`src/rtl/ctl_seq_pkg.sv`:
```
package ctl_seq_pkg;

  localparam int UA_W   = 5;
  localparam int OPC_W  = 4;
  localparam int RING_W = 6;
  localparam int CW_W   = 13;

  typedef logic [UA_W-1:0]  uaddr_t;
  typedef logic [CW_W-1:0]  ctl_t;
  typedef logic [OPC_W-1:0] opc_t;

  typedef enum logic [1:0] {
    NS_INC = 2'd0,
    NS_MAP = 2'd1,
    NS_JMP = 2'd2,
    NS_RET = 2'd3
  } nsel_e;

  typedef struct packed {
    ctl_t   ctl;
    nsel_e  nsel;
    uaddr_t naddr;
  } uinst_t;

  // control signals, asserted sense
  localparam ctl_t S_PC_INC  = ctl_t'(1) << 0;
  localparam ctl_t S_PC_DRV  = ctl_t'(1) << 1;
  localparam ctl_t S_MAR_LD  = ctl_t'(1) << 2;
  localparam ctl_t S_MEM_DRV = ctl_t'(1) << 3;
  localparam ctl_t S_IR_LD   = ctl_t'(1) << 4;
  localparam ctl_t S_IR_DRV  = ctl_t'(1) << 5;
  localparam ctl_t S_ACC_LD  = ctl_t'(1) << 6;
  localparam ctl_t S_ACC_DRV = ctl_t'(1) << 7;
  localparam ctl_t S_ALU_SUB = ctl_t'(1) << 8;
  localparam ctl_t S_ALU_DRV = ctl_t'(1) << 9;
  localparam ctl_t S_B_LD    = ctl_t'(1) << 10;
  localparam ctl_t S_OUT_LD  = ctl_t'(1) << 11;
  localparam ctl_t S_HALT    = ctl_t'(1) << 12;

  // pins whose idle level is high (active-low signals)
  localparam ctl_t IDLE_PINS = S_PC_DRV | S_MAR_LD | S_MEM_DRV | S_IR_LD |
                               S_IR_DRV | S_ACC_LD | S_B_LD | S_OUT_LD;
  localparam ctl_t DRIVE_MASK = S_PC_DRV | S_MEM_DRV | S_IR_DRV |
                                S_ACC_DRV | S_ALU_DRV;

  // control store layout
  localparam uaddr_t A_FETCH = uaddr_t'(0);
  localparam uaddr_t A_LOAD  = uaddr_t'(3);
  localparam uaddr_t A_ADD   = uaddr_t'(6);
  localparam uaddr_t A_SUB   = uaddr_t'(9);
  localparam uaddr_t A_OUT   = uaddr_t'(12);
  localparam uaddr_t A_HALT  = uaddr_t'(15);
  localparam uaddr_t A_UNDEF = uaddr_t'(16);

  localparam opc_t OP_LOAD = opc_t'(4'h0);
  localparam opc_t OP_ADD  = opc_t'(4'h1);
  localparam opc_t OP_SUB  = opc_t'(4'h2);
  localparam opc_t OP_OUT  = opc_t'(4'hE);
  localparam opc_t OP_HALT = opc_t'(4'hF);

  localparam uinst_t IDLE_UINST = '{ctl: '0, nsel: NS_RET, naddr: A_FETCH};
  localparam logic [RING_W-1:0] RING_FIRST = RING_W'(1);

  function automatic ctl_t pins_from_ctl(input ctl_t c);
    return c ^ IDLE_PINS;
  endfunction

  function automatic ctl_t ctl_from_pins(input ctl_t p);
    return p ^ IDLE_PINS;
  endfunction

  function automatic logic op_defined(input opc_t op);
    return (op == OP_LOAD) || (op == OP_ADD) || (op == OP_SUB) ||
           (op == OP_OUT)  || (op == OP_HALT);
  endfunction

  function automatic uaddr_t next_uaddr(input nsel_e sel, input uaddr_t cur,
                                        input uaddr_t mapped, input uaddr_t target);
    case (sel)
      NS_INC:  return cur + uaddr_t'(1);
      NS_MAP:  return mapped;
      NS_JMP:  return target;
      default: return A_FETCH;
    endcase
  endfunction

  function automatic logic [RING_W-1:0] ring_step(input logic [RING_W-1:0] r,
                                                  input logic restart);
    if (restart)          return RING_FIRST;
    else if (r[RING_W-1]) return r;
    else                  return r << 1;
  endfunction

endpackage

```
`src/rtl/useq_store.sv`:
```
module useq_store
  import ctl_seq_pkg::*;
(
  input  uaddr_t addr,
  output uinst_t word
);

  function automatic uinst_t mk(input ctl_t c, input nsel_e n, input uaddr_t a);
    mk.ctl   = c;
    mk.nsel  = n;
    mk.naddr = a;
  endfunction

  always_comb begin
    case (addr)
      // fetch
      5'd0:  word = mk(S_PC_DRV | S_MAR_LD, NS_INC, A_FETCH);
      5'd1:  word = mk(S_MEM_DRV | S_IR_LD, NS_INC, A_FETCH);
      5'd2:  word = mk(S_PC_INC, NS_MAP, A_FETCH);
      // load
      5'd3:  word = mk(S_IR_DRV | S_MAR_LD, NS_INC, A_FETCH);
      5'd4:  word = mk(S_MEM_DRV | S_ACC_LD, NS_INC, A_FETCH);
      5'd5:  word = mk('0, NS_RET, A_FETCH);
      // add
      5'd6:  word = mk(S_IR_DRV | S_MAR_LD, NS_INC, A_FETCH);
      5'd7:  word = mk(S_MEM_DRV | S_B_LD, NS_INC, A_FETCH);
      5'd8:  word = mk(S_ALU_DRV | S_ACC_LD, NS_RET, A_FETCH);
      // subtract
      5'd9:  word = mk(S_IR_DRV | S_MAR_LD, NS_INC, A_FETCH);
      5'd10: word = mk(S_MEM_DRV | S_B_LD, NS_INC, A_FETCH);
      5'd11: word = mk(S_ALU_DRV | S_ALU_SUB | S_ACC_LD, NS_RET, A_FETCH);
      // output: skips word 13
      5'd12: word = mk(S_ACC_DRV | S_OUT_LD, NS_JMP, A_OUT + uaddr_t'(2));
      5'd13: word = mk(S_HALT, NS_RET, A_FETCH);
      5'd14: word = mk('0, NS_RET, A_FETCH);
      // halt: self loop
      5'd15: word = mk(S_HALT, NS_JMP, A_HALT);
      // undefined opcodes
      5'd16: word = mk('0, NS_RET, A_FETCH);
      default: word = IDLE_UINST;
    endcase
  end

endmodule

```
`src/rtl/useq_map.sv`:
```
module useq_map
  import ctl_seq_pkg::*;
(
  input  opc_t   op,
  output uaddr_t start
);

  always_comb begin
    case (op)
      OP_LOAD: start = A_LOAD;
      OP_ADD:  start = A_ADD;
      OP_SUB:  start = A_SUB;
      OP_OUT:  start = A_OUT;
      OP_HALT: start = A_HALT;
      default: start = A_UNDEF;
    endcase
  end

endmodule

```
`src/rtl/useq_next.sv`:
```
module useq_next
  import ctl_seq_pkg::*;
(
  input  nsel_e  sel,
  input  uaddr_t cur,
  input  uaddr_t mapped,
  input  uaddr_t target,
  output uaddr_t nxt
);

  assign nxt = next_uaddr(sel, cur, mapped, target);

endmodule

```
`src/rtl/ctl_sequencer.sv`:
```
module ctl_sequencer
  import ctl_seq_pkg::*;
(
  input  logic              clk,
  input  logic              rst,
  input  logic [OPC_W-1:0]  opcode,
  output logic [CW_W-1:0]   ctrl_pins,
  output logic [RING_W-1:0] ring
);

  uinst_t            uir_q;
  uaddr_t            upc_q;
  logic [RING_W-1:0] ring_q;

  // named internal events for the checker
  uaddr_t map_addr;
  uaddr_t next_addr;
  uaddr_t jump_addr;
  nsel_e  nsel_w;
  uinst_t store_word;
  logic   fetch_start;

  assign nsel_w      = uir_q.nsel;
  assign jump_addr   = uir_q.naddr;
  assign fetch_start = (uir_q.nsel == NS_RET);

  useq_map u_map (
    .op    (opcode),
    .start (map_addr)
  );

  useq_next u_next (
    .sel    (nsel_w),
    .cur    (upc_q),
    .mapped (map_addr),
    .target (jump_addr),
    .nxt    (next_addr)
  );

  useq_store u_store (
    .addr (next_addr),
    .word (store_word)
  );

  always_ff @(posedge clk) begin
    if (rst) begin
      upc_q  <= A_FETCH;
      uir_q  <= IDLE_UINST;
      ring_q <= '0;
    end else begin
      upc_q  <= next_addr;
      uir_q  <= store_word;
      ring_q <= ring_step(ring_q, fetch_start);
    end
  end

  assign ctrl_pins = pins_from_ctl(uir_q.ctl);
  assign ring      = ring_q;

endmodule

```
`config.mk`:
```
export PLATFORM = sky130hd
export DESIGN_NAME = ctl_sequencer
export DESIGN_NICKNAME = d
export VERILOG_FILES = /design/src/rtl/ctl_seq_pkg.sv /design/src/rtl/useq_store.sv /design/src/rtl/useq_map.sv /design/src/rtl/useq_next.sv /design/src/rtl/ctl_sequencer.sv
export SDC_FILE = /design/constraint.sdc
export NUM_CORES = 1
export LEC_CHECK = 0
export ABC_AREA = 1
export BUFFER_PORTS_ARGS = -buffer_cell sky130_fd_sc_hd__clkbuf_2
export CORE_MARGIN = 2
export CORE_UTILIZATION = 54
export CTS_CLUSTER_SIZE = 10
export DETAILED_ROUTE_END_ITERATION = 10
export PLACE_DENSITY = 0.89
export SYNTH_ARGS = -nofsm -noshare
export SYNTH_HDL_FRONTEND = slang
export SYNTH_SLANG_ARGS = --single-unit
```
`constraint.sdc`:
```
create_clock -name clk -period 2.2 [get_ports clk]
set_clock_uncertainty 0.2 [all_clocks]
set_input_delay 0 -clock clk [delete_from_list [all_inputs] [get_ports clk]]
set_output_delay 0 -clock clk [all_outputs]
set_load 0.1 [all_outputs]
```
# Yosys cells after proc, flatten, opt, wreduce, memory -nomap -nowiden
# Memory sizes are Yosys's and may differ from the RTL's. A register that Yosys moved wholly into a read port is not among the register bits.
# Cells that the tools add are included.
[classes]
mux = 4
reduce_logical = 3
n_bitwise = 1
n_addsub = 1
eq_ne = 8
[ops]
columns = ["op", "count"]
rows = [
  ["5-bit case mux with 5 select lines", 1],
  ["5-bit case mux with 3 select lines", 1],
  ["4-bit == test (second input constant)", 2],
  ["8-bit NOT", 1],
  ["6-bit 2-to-1 mux", 1],
  ["5-bit by 1-bit adder with 5-bit output (second input constant)", 1],
  ["2-bit == test (second input constant)", 2],
  ["4-bit by 1-bit == test with 1-bit output (second input constant)", 1],
  ["4-bit by 2-bit == test with 1-bit output (second input constant)", 1],
  ["4-bit zero test", 1],
  ["2-bit by 1-bit == test with 1-bit output (second input constant)", 1],
  ["2-bit zero test", 1],
  ["2-bit by 1-bit inequality test with 1-bit output (second input constant)", 1],
  ["2-bit OR reduction", 1],
  ["1-bit 2-to-1 mux", 1],
]
[totals]
rom_bits = 608
n_memories = 1
input_bits = 6
word_cells = 23
out_inout_bits = 19
register_bits = 16
[memory_table]
columns = ["name", "words", "width", "rd", "rd_clocked_by_memory_dff", "write_ports", "line", "rtl"]
rows = [
  ["(no name shown)", 32, 19, 1, 1, 0, "useq_store.sv:15", "case (addr)"],
]

# Longest topological paths before layout
[depth]
ltp_word = 3
ltp_mapped = 12
depth_no_buf = 12

# Hierarchy
# A second synthesis with hierarchy kept.
[hier_totals]
hier_cells = 235
area_unflattened_um2 = 1631.6
[modules_own_cells]
columns = ["module", "instances", "seq_area_each_um2", "cells_per_inst", "area_per_inst_um2"]
rows = [
  ["ctl_sequencer", 1, 620.6, 115, 1011.0],
  ["useq_store", 1, 0.0, 64, 357.8],
  ["useq_next", 1, 0.0, 40, 183.9],
  ["useq_map", 1, 0.0, 16, 78.8],
]

# Least setup slack after synthesis
# No wires, ideal clock.
[synth_path]
path_type = "reg2reg"
from = "register, netlist name nsel_w[1]"
to = "register, netlist name nsel_w[0]"
period_less_slack_ns = 1.809
required_time_ns = 1.942
setup_ns = 0.058
path_slack_ns = 0.391
path_buffers = 0
stages_incl_launch_ff = 10
arrival_ns = 1.551
cell_sequence = "dfxtp_1 -> nand3_4 -> nand3_2 -> inv_2 -> ha_1 -> inv_1 -> nand4_1 -> nand3_1 -> nand2_1 -> nand2_1"
[synth_via]
elab_chain_cells = 2
word_cells_on_any_way = 4
classes_between = "2 x eq/ne; 1 x mux; 1 x reduce/logical"
[synth_rtl]
columns = ["item", "line", "rtl"]
rows = [
  ["2-bit == test, or another cell as far along", "ctl_seq_pkg.sv:79", "case (sel)"],
  ["5-bit case mux with 3 select lines *", "ctl_seq_pkg.sv:79", ""],
  ["via next_addr[1]", "ctl_sequencer.sv:17", "uaddr_t next_addr;"],
]
# The timed path passes the listed nets; every way through them passes the cells marked *.
# A chain may end at the register's enable or synchronous reset.

# Final worst setup path
[layout_path]
from = "register, netlist name nsel_w[1]"
to = "register, netlist name nsel_w[0]"
[layout_via]
elab_chain_cells = 2
word_cells_on_any_way = 4
classes_between = "2 x eq/ne; 1 x mux; 1 x reduce/logical"
[layout_rtl]
columns = ["item", "line"]
rows = [
  ["2-bit == test, or another cell as far along", "ctl_seq_pkg.sv:79"],
  ["5-bit case mux with 3 select lines *", "ctl_seq_pkg.sv:79"],
  ["via next_addr[0]", "ctl_sequencer.sv:17"],
]
# Marked as above.

==> impl_results.md <==
- Crit path required time: 2.22 ns
- Die ar.: 2970 sq um
- Static leakage: 0.712 nW
- Clk sinks: 27
- Critical Path Start Type: flop
- Diodes inserted: 0
- H-tree Lvls: 1
- Die Wd: 54.5 um
- Cell mode on critical path: nand2_1
- Gpl congestion: 0.941
- Clock root buffer: clkbuf_4
- Crit. End Element: flop
- Worst hold start: opcode[1]
- CP max-delay cell: dfxtp_1
- Layout cell share with drive strength beyond 1: 28.9%
- Largest net degree at the start of global routing: 16
- RSZ-0062 raised after global routing: false
- Dpl cells: 222
- Clock buffer count from CTS: 3
- Initial antenna violation count: 0
- Worst-margin pin slew: 0.541 ns
- Crit path cell chain: nor2_4, a21boi_4, nor2_2, inv_1, ha_1, nand2_1, nand3_1, nand2_1, nand2_1
- # DRC: 0
- Post-Syn Instances: 174
- Max FO, Critical Path: 6
- Final antenna-violating net count: 0
- GRT overflow: 0
- Min cycle time layout: 2.00 ns
- CTS tree: built
- Global router's overall resource usage: 18.8%
- CP Class: reg -> reg
- Starting Density: 56.2%
- Seq cells post-synth: 27
- Clk Latency, worst-skew pair: 0.31 ns
- Max-slew violations: 0
- Layout fillers: 230
- Worst EP arrival: 2.02 ns
- Peak per-stage delay on the critical path: 0.55 ns
- Top cells by area, synth: dfxtp_1 39%, nand2_1 12%, inv_1 5.7%
- CP startpoint: nsel_w[1]$_SDFF_PP1_
- Status: finished clean
- Vias in the first global route: 960
- Clk buf depth: 2
- Sequential Area: 541 sq um
- Multi-input gate area: 689 sq um
- Drt total wl: 2480 um
- Register area share after synthesis: 39.2%
- Distinct cells, synth: 26
- Post-synth top area share: 39.2%
- Pre-CTS WS: 0.211 ns
- Power Dens Cells: 677 nW/um^2
- Yosys warns: 0
- Part of the cycle the worst path needs: 91.0%
- Clock-pin slew on the worst setup and hold paths: 0.14 ns
- Final net count: 209
- Final WS setup: 0.197 ns
- Standard-cell rows: 18
- Max-cap violations: 0
- Launching point of the worst reg2reg path: nsel_w[1]$_SDFF_PP1_
- Post-route setup TNS: 0 ns
- Routed WL per cell: 10.9 um
- Non-filler cells, final: 227
- First-pass GRT wire length: 4110 um
- Post-Syn Area: 1380 sq um
- IO Port Bufs: 24
- Hold Vio Cnt, Final: 0
- Layout Area Growth over Synthesis: 10.6%
- Syn_area_per_cell: 7.92 sq um
- Max Fclk: 499 MHz
- Post-synthesis net count: 185
- Tot Pwr: 1.03 mW
- I/O pins: 25
- Commonest non-fill, non-tap cells in the layout: 44 x nand2_1, 27 x dfxtp_1, 24 x clkbuf_2
- Routed via count: 1150
- Peak supply drop: 0.401 mV
- Post-CTS Setup Bufs: 0
- Final setup viols: 0
- Worst Hold Class: in -> reg
- Dpl hpwl: 1960 um
- DR iter-0 viols: 40
- Drt pass-1 iters: 4
- Routed vias/inst: 5.07
- Most area-hungry cell type in the Yosys netlist: dfxtp_1
- Max-slew headroom: 64.1%
- Most common cell after layout, fill and taps aside: nand2_1
- Die height: 54.5 um
- Core Area: 2450 sq um
final timing paths:
path                     endpoint  cells past startpoint  slack [ns]
min           upc_q[4]$_SDFF_PP0_                      6        0.04
min reg2reg  ring[1]$_SDFFE_PP0N_                      2        0.29
max reg2reg  nsel_w[0]$_SDFF_PP1_                      9        0.20
max          nsel_w[0]$_SDFF_PP1_                      9        0.20
worst max-delay path: cells and delay by family (launching register included):
family                     cells  cell delay (ns)
adders and majority gates      1             0.24
and+or+nand+nor                6             0.66
AOI/OAI and AO/OA              1             0.15
DFF                            1             0.55
buffers and inverters          1             0.10
metal layers:
layer	part of all wire [%]	GRT usage [%]	vias up
li1	-	-	593
met1	47	25.6	506
met2	47	31.3	41
met3	5.0	1.64	10
met4	1.8	5.42	0
met5	0	0	-
cell type report:
cell class	instances	area share, %
clock buffer	3	1.48
clock inverter	1	0.328
inverter	26	6.56
multi-input combinational	115	45.2
sequential	27	35.4
tap	30	2.46
timing repair buffer	25	8.53
synth_stat cells, drive strengths merged:
cell type,instances
nand2,47
dfxtp,27
or2,1
nor2,22
buf,6
o211ai,1
a21oi,8
o21bai,1
nand3,17
nor3,3
ha,5
nand4,7
a21boi,1
o21ai,2
inv,26
what timing repair did:
item	4_1_cts	5_1_grt
hold endpoints to repair	15	0
resized for setup	0	1
hold buffers	1	0
endpoints found under the setup margin	0	1
kinds of logic (layout without fill, tap and decap cells):
kind of cell               after synthesis  in the layout  synth area share [%]
and+or+nand+nor                         97             97                  38.6
buffers and inverters                   32             55                  10.8
DFF                                     27             27                  39.2
AOI/OAI and AO/OA                       13             13                  6.90
adders and majority gates                5              5                  4.54
stage by stage:
stage / area, sq um / util [%] / hold slack (ns)
6_report: 1530 / 62.1 / 0.0390
3_3_place_gp: 1490 / 60.6 / 0.106
5_1_grt: 1530 / 62.1 / 0.0620
3_5_place_dp: 1490 / 60.6 / 0.111
4_1_cts: 1530 / 62.1 / 0.0353
2_1_floorplan: 1380 / - / -0.131
flip-flops by register name (all words and copies together), names as in the netlist:
name,count
uir_q,7
nsel_w,2
ctrl_pins,5
upc_q,5
jump_addr,2
ring,6
report_power, final:
part,switching (mW),internal [mW]
logic,0.229,0.0654
clock network,0.137,0.0680
registers,0.0191,0.514
total,0.385,0.647
Power figures use the tool's default switching activity.
